===== config.mk =====
export PLATFORM = sky130hd
export DESIGN_NAME = alu_cc_top
export DESIGN_NICKNAME = d
export VERILOG_FILES = /design/src/rtl/alu_cc_pkg.sv /design/src/rtl/alu_operand_sel.sv /design/src/rtl/alu_op_decode.sv /design/src/rtl/alu_exec_core.sv /design/src/rtl/alu_cc_reg.sv /design/src/rtl/alu_cc_top.sv
export SDC_FILE = /design/constraint.sdc
export NUM_CORES = 1
export LEC_CHECK = 0
export ABC_AREA = 1
export BUFFER_PORTS_ARGS = -buffer_cell sky130_fd_sc_hd__buf_2
export CELL_PAD_IN_SITES_DETAIL_PLACEMENT = 1
export CELL_PAD_IN_SITES_GLOBAL_PLACEMENT = 1
export CORE_MARGIN = 4
export CORE_UTILIZATION = 41
export CTS_CLUSTER_SIZE = 40
export DETAILED_ROUTE_END_ITERATION = 6
export PLACE_DENSITY = 0.95
export SLEW_MARGIN = 5
export SYNTH_ARGS = -nofsm -noshare
export SYNTH_HDL_FRONTEND = slang
export SYNTH_SLANG_ARGS = --single-unit

===== constraint.sdc =====
create_clock -name clk -period 12.31 [get_ports clk]
set_input_delay 3.693 -clock clk [delete_from_list [all_inputs] [get_ports clk]]
set_output_delay 3.693 -clock clk [all_outputs]
set_load 0.05 [all_outputs]

===== src/rtl/alu_cc_pkg.sv =====
package alu_cc_pkg;

    localparam int INSN_W = 32;

    typedef enum logic [5:0] {
        OPC_ADD = 6'b010000,
        OPC_AND = 6'b010001,
        OPC_OR  = 6'b010010,
        OPC_NOR = 6'b010110,
        OPC_SRL = 6'b100110,
        OPC_SRA = 6'b100111
    } opc_e;

    typedef enum logic [2:0] {
        K_NONE,
        K_ADD,
        K_AND,
        K_OR,
        K_NOR,
        K_SRL,
        K_SRA,
        K_UPPER
    } kind_e;

    typedef struct packed {
        logic n;
        logic z;
        logic v;
        logic c;
    } cc_t;

endpackage


===== src/rtl/alu_operand_sel.sv =====
module alu_operand_sel #(
    parameter int DATA_W = 32,
    parameter int IMM_W  = 13
) (
    input  logic              imm_sel,
    input  logic [IMM_W-1:0]  imm_field,
    input  logic [DATA_W-1:0] reg_val,
    output logic [DATA_W-1:0] operand
);
    localparam int EXT_W = DATA_W - IMM_W;

    logic [DATA_W-1:0] imm_ext;

    assign imm_ext = {{EXT_W{imm_field[IMM_W-1]}}, imm_field};
    assign operand = imm_sel ? imm_ext : reg_val;

endmodule


===== src/rtl/alu_op_decode.sv =====
module alu_op_decode
    import alu_cc_pkg::*;
(
    input  logic       valid,
    input  logic [1:0] fmt,
    input  logic [5:0] opc,
    output kind_e      kind,
    output logic       write_en,
    output logic       set_cc
);
    always_comb begin
        kind = K_NONE;
        if (fmt == 2'b10) begin
            unique case (opc)
                OPC_ADD: kind = K_ADD;
                OPC_AND: kind = K_AND;
                OPC_OR:  kind = K_OR;
                OPC_NOR: kind = K_NOR;
                OPC_SRL: kind = K_SRL;
                OPC_SRA: kind = K_SRA;
                default: kind = K_NONE;
            endcase
        end else if (fmt == 2'b00 && opc[5:3] == 3'b100) begin
            kind = K_UPPER;
        end
    end

    always_comb begin
        write_en = valid && (kind != K_NONE);
        set_cc   = valid && (kind == K_ADD || kind == K_AND ||
                             kind == K_OR  || kind == K_NOR);
    end

endmodule


===== src/rtl/alu_exec_core.sv =====
module alu_exec_core
    import alu_cc_pkg::*;
#(
    parameter int DATA_W  = 32,
    parameter int UPPER_W = 22
) (
    input  kind_e              kind,
    input  logic [DATA_W-1:0]  opa,
    input  logic [DATA_W-1:0]  opb,
    input  logic [UPPER_W-1:0] upper_field,
    output logic [DATA_W-1:0]  result,
    output cc_t                next_cc
);
    localparam int SHAMT_W = $clog2(DATA_W);
    localparam int LOW_W   = DATA_W - UPPER_W;

    logic [DATA_W:0]       sum_ext;
    logic [SHAMT_W-1:0]    shamt;
    logic                  add_ovf;

    assign sum_ext = {1'b0, opa} + {1'b0, opb};
    assign shamt   = opb[SHAMT_W-1:0];
    assign add_ovf = (opa[DATA_W-1] == opb[DATA_W-1]) &&
                     (sum_ext[DATA_W-1] != opa[DATA_W-1]);

    always_comb begin
        unique case (kind)
            K_ADD:   result = sum_ext[DATA_W-1:0];
            K_AND:   result = opa & opb;
            K_OR:    result = opa | opb;
            K_NOR:   result = ~(opa | opb);
            K_SRL:   result = opa >> shamt;
            K_SRA:   result = $unsigned($signed(opa) >>> shamt);
            K_UPPER: result = {upper_field, {LOW_W{1'b0}}};
            default: result = '0;
        endcase
    end

    always_comb begin
        next_cc.n = result[DATA_W-1];
        next_cc.z = (result == '0);
        next_cc.v = (kind == K_ADD) && add_ovf;
        next_cc.c = (kind == K_ADD) && sum_ext[DATA_W];
    end

endmodule


===== src/rtl/alu_cc_reg.sv =====
module alu_cc_reg
    import alu_cc_pkg::*;
(
    input  logic clk,
    input  logic rst,
    input  logic load,
    input  cc_t  next_cc,
    output cc_t  cc_q
);
    always_ff @(posedge clk) begin
        if (rst) begin
            cc_q <= '0;
        end else if (load) begin
            cc_q <= next_cc;
        end
    end

endmodule


===== src/rtl/alu_cc_top.sv =====
module alu_cc_top
    import alu_cc_pkg::*;
#(
    parameter int DATA_W = 32
) (
    input  logic              clk,
    input  logic              rst,
    input  logic              valid_i,
    input  logic [31:0]       insn_i,
    input  logic [DATA_W-1:0] src_a_i,
    input  logic [DATA_W-1:0] src_b_i,
    output logic [DATA_W-1:0] result_o,
    output logic              wr_en_o,
    output logic [3:0]        flags_o
);
    localparam int IMM_W   = 13;
    localparam int UPPER_W = 22;

    kind_e             kind;
    logic              set_cc;
    logic [DATA_W-1:0] opb;
    cc_t               next_cc;
    cc_t               cc_q;
    logic              unused_fields;

    assign unused_fields = ^{insn_i[29:25], insn_i[18:14]};

    alu_op_decode u_dec (
        .valid    (valid_i),
        .fmt      (insn_i[31:30]),
        .opc      (insn_i[24:19]),
        .kind     (kind),
        .write_en (wr_en_o),
        .set_cc   (set_cc)
    );

    alu_operand_sel #(.DATA_W(DATA_W), .IMM_W(IMM_W)) u_sel (
        .imm_sel   (insn_i[13]),
        .imm_field (insn_i[IMM_W-1:0]),
        .reg_val   (src_b_i),
        .operand   (opb)
    );

    alu_exec_core #(.DATA_W(DATA_W), .UPPER_W(UPPER_W)) u_core (
        .kind        (kind),
        .opa         (src_a_i),
        .opb         (opb),
        .upper_field (insn_i[UPPER_W-1:0]),
        .result      (result_o),
        .next_cc     (next_cc)
    );

    alu_cc_reg u_cc (
        .clk     (clk),
        .rst     (rst),
        .load    (set_cc),
        .next_cc (next_cc),
        .cc_q    (cc_q)
    );

    assign flags_o = cc_q;

endmodule


Word-level counts from Yosys, hierarchy flattened
Cells that the tools add are included.

Bits of input ports: 99. Bits in registers: 4. Word-level logic and storage cells: 44. Output and inout port bits: 37.

Mux-type cells: 5. Add/sub/neg operators: 1. Equal/unequal tests: 17. Shift-type cells: 2. Bitwise logic cells: 3. Reductions and logical operators: 12.

Operator list (count): one-hot mux 32 bit (7 select lines) (1); adder 32 x 32 -> 33 bit (1); AND 32 bit (1); logical NOT 32 bit (1); two-way mux 32 bit (1); inverter 32 bit (1); bitwise OR 32 bit (1); >> shifter 32 x 5 -> 32 bit (1); >>> shifter 32 x 5 -> 32 bit (1); equality test 6 x 5 -> 1 bit, second input constant (4); one-hot mux 3 bit (6 select lines) (1); equality test 3 bit, second input constant (5); equality test 6 bit, second input constant (2); equality test 3 x 2 -> 1 bit, second input constant (2); logical AND 1 bit (6); two-way mux 3 bit (2); equality test 3 x 1 -> 1 bit, second input constant (1); logical OR 1 bit (3); nonzero test 3 bit (1); equality test 2 bit, second input constant (1); logical NOT 2 bit (1); equality test 1 bit (1); inequality test 1 bit (1).

Longest topological paths before layout
Depth after elaboration: 9. Depth in mapped cells: 28. Mapped depth without buffers: 25.

Hierarchy
From an unflattened synthesis, not the netlist that was laid out.

Cell total of the unflattened synthesis: 1482. Area, all modules: 6960.4 um^2.

Modules (own cells, without submodules): alu_exec_core (cells each 1329, instances 1, area an instance 6252.2 um^2, sequential area each 0.0 um^2); alu_operand_sel (cells each 84, instances 1, area an instance 344.1 um^2, sequential area each 0.0 um^2); alu_op_decode (cells each 43, instances 1, area an instance 191.4 um^2, sequential area each 0.0 um^2); alu_cc_reg (cells each 26, instances 1, area an instance 172.7 um^2, sequential area each 80.1 um^2).

Least setup slack after synthesis
OpenSTA, ideal clock, no wires.

Kind: input port to output port. Start: input port insn_i[13]. End: output port result_o[21]. Path buffers: 4. Setup slack: 2476 ps. Stages: 22. Required time: 8617 ps. Arrival time: 6141 ps. Cell sequence: buf_4 > inv_4 > buf_4 > nand2_1 > nand2_2 > buf_6 > buf_2 > ha_1 > or2_2 > nand3_1 > nand2_1 > nand2_1 > nand2_1 > nand2_1 > nand2_1 > nand2_1 > nand2_1 > nand2_1 > nand2_1 > nor2_1 > nor2_1 > inv_1.

Longest elaborated chain between the ends: 4. Elaborated cells on any way between the ends: 8. Classes of those cells: add/sub (1); shift (2); mux (2); bitwise (3).

RTL lines: start, declared (RTL line alu_cc_top.sv:9) `input logic [31:0] insn_i,`; two-way mux 32 bit (*) (RTL line alu_operand_sel.sv:15) `assign operand = imm_sel ? imm_ext : reg_val;`; parallel branches: the longest is 2 deep, another holds adder 32 x 32 -> 33 bit; one-hot mux 32 bit (7 select lines) (*) (RTL line alu_exec_core.sv:27) `unique case (kind)`; end, declared (RTL line alu_cc_top.sv:12) `output logic [DATA_W-1:0] result_o,`.

Mark *: on every way between the ends.

Worst setup path in the final report
Start: input port insn_i[13]. End: output port result_o[31].

Same word-level chain as after synthesis.

==> impl_metrics.py <==
metrics = {
    "worst_setup_path": {
        "cp-end-kind": "output port",
        "cp_max_fo": 40,
        "r2r-end": "u_cc.cc_q[3]",
        "arrival_ps": 7430,
        "critPathRequiredTime_ps": 8620,
        "cp-start-kind": "input port",
        "timing.rr.start": "u_cc.cc_q[3]",
        "crit_start": "insn_i[13]",
        "worstSetupPathType": "in -> out",
        "r2r_slack_ps": 11560,
        "rr_worst_depth": 4,
    },
    "layout": {
        "layout.cells.most_common_list": "nand2_1 (546), nand3_1 (243), inv_1 (232), nor2_1 (155), buf_2 (130)",
        "largest-register": "u_cc.cc_q",
        "syn_to_final_growth_pct": 9.86,
        "diodes": 0,
        "final_area_sq_um": 8340,
        "top_regs": "u_cc.cc_q (4)",
        "fill_cells": 2859,
        "fin_nets": 1824,
        "largest_reg_flops": 4,
        "drive_gt1_share_pct": 12.3,
        "final_common_cell": "nand2_1",
    },
    "pwr": {
        "ir_worst_vdd_mv": 0.0274,
        "p_leak_uw": 0.00522,
        "powerDensity_nw_per_um2": 54.8,
    },
    "drt": {
        "drtAntennaViolNets": 0,
        "wl_um": 38300,
        "vias": 11100,
        "drtPass1Iterations": 7,
        "drc": 0,
        "wl_per_cell_um": 20.3,
        "vias_per_cell": 5.90,
        "drt_iter0_drc": 1167,
    },
    "die": {
        "dieArea_sq_um": 20800,
        "core_area_sq_um": 18100,
        "rows": 49,
        "die_x_um": 144,
        "start_util_pct": 42.0,
        "io_pins": 136,
        "die_y_um": 144,
    },
    "placement": {
        "place_congestion": 0.966,
        "place_area_sq_um": 8260,
        "io_buffers": 130,
        "dpl.hpwl_um": 31300,
    },
    "sta": {
        "timing.slew.headroom_pct": 41.4,
        "skew_ps": 0,
        "max_clock_freq_mhz": 89.9,
        "period_minus_slack_ps": 11120,
        "setup_tns_ps": 0,
        "worstMarginPinSlew_ps": 876,
        "hold_viol": 0,
        "final_max_slew_viol_count": 0,
        "setup_viol": 0,
        "fin_crit_sh_pct": 90.3,
        "rsz0062_at_grt": "no",
        "fin_worst_hold_slack_ps": 472,
    },
    "synthesis": {
        "synth_area_sq_um": 7590,
        "ys.flop_type": "dfxtp_1",
        "yosysWarnings": 0,
        "syn_area_per_cell_sq_um": 4.84,
        "synth-async-reset-ratio_pct": 0,
        "yosysSeqAreaShare_pct": 1.05,
        "ys_types": 44,
        "syn-num-nets": 1737,
        "netlist_instances": 1569,
        "synth_edf_count": 0,
        "ys_ff_latch": 4,
    },
    "cts": {
        "cts_root_buf": "clkbuf_16",
        "ctsLongestPathBuffers": 2,
        "ctsHoldBuffers": 0,
        "post_cts_resized": 0,
        "cts_tree": "done",
        "path_clk_slew_ps": 30,
        "clkSinkCount": 4,
        "insertion_delay_ps": 230,
        "htreeDepth": 1,
        "post_cts_buffers": 0,
        "cts_made_buffers": 3,
    },
    "grt": {
        "grt_max_degree": 46,
        "overflow": 0,
        "antenna_found_initial": 0,
        "grt_pass1_vias": 10700,
        "gr-usage-all-layers_pct": 35.8,
        "grt_first_pass_wirelength_um": 58400,
    },
    "run_status": {
        "outcome": "finished clean",
    },
    "hold_path": {
        "hold_class": "reg -> reg",
        "min_from": "u_cc.cc_q[2]",
        "min_delay_worst_endpoint": "u_cc.cc_q[2]",
        "holdPathStages": 2,
    },
    "run": {
        "maxCapViolCount": 0,
    },
}
==> synth_stat cells, types with 8 or more instances <==
master / instances / share of area (%)
o21ai_1: 8 / 0.53
nand3_2: 10 / 1.3
or2_2: 9 / 0.74
a21oi_1: 80 / 5.3
clkbuf_1: 14 / 0.69
inv_1: 232 / 11
o21ai_0: 55 / 3.6
ha_1: 68 / 11
nand3_1: 243 / 16
buf_2: 27 / 1.8
nor2_1: 156 / 7.7
nand4_1: 24 / 2.0
buf_6: 8 / 1.2
inv_2: 15 / 0.74
nand2_1: 546 / 27
==> power breakdown <==
group | switching, uW | internal [uW] | leakage, uW | total, uW
clock | 11.0 | 41.7 | 0.0000370 | 52.7
combinational | 279 | 112 | 0.00515 | 391
sequential | 0.0540 | 13.1 | 0.0000322 | 13.2
total | 290 | 167 | 0.00522 | 457
==> per-layer routing <==
metal | vias to the layer above | wire length [um] | track usage (%)
li1 | 5125 | - | -
met4 | 0 | 1430 | 11.1
met1 | 5317 | 15900 | 48.4
met2 | 564 | 17300 | 59.2
met3 | 103 | 3590 | 4.73
met5 | - | 0 | 0
==> cells by family after synthesis <==
logic type / count (synthesis) / synth area share (%)
buf+inv: 309 / 17.0
compound gates: 156 / 10.8
xor+xnor: 9 / 1.04
flops: 4 / 1.05
mux: 1 / 0.132
fa+ha+maj: 69 / 11.5
simple gates: 1021 / 58.5
==> worst max path at each step <==
stage	to	slack (ps)	cells after the start
after floorplan	result_o[21]	2480	22
after global placement	result_o[9]	1470	16
after detailed placement	result_o[31]	1320	18
after CTS	result_o[31]	1320	18
after global routing	result_o[31]	1040	18
final	result_o[31]	1190	18
==> cell type report <==
class,count,area [sq um],area share [%]
sequential,4,80.1,0.960
timing repair buffer,139,718,8.61
clock buffer,3,75.1,0.900
tap,229,287,3.44
inverter,252,956,11.5
multi-input combinational,1256,6220,74.6
==> critical path, cell delays in order <==
cell	delay [ps]
buf_2	340
inv_4	240
nand2_1	150
nand2_2	490
ha_1	590
or2_2	360
nand3_1	110
nand2_1	140
nand3_1	110
nand2_1	180
nand2_1	210
nand2_1	130
nand2_1	110
nand3_2	60
nand2_1	80
nor2_1	70
inv_1	70
buf_2	260
==> per-stage QoR <==
stage                     cells  power, uW  utilization, %  setup slack (ps)
after floorplan            1569        278               -              2480
final                      1883        457            46.1              1190
after CTS                  1883        446            46.1              1320
after detailed placement   1880        391            45.7              1320
after global routing       1883        495            46.1              1040
after global placement     1880        378            45.7              1470
Power figures use the tool's default switching activity.
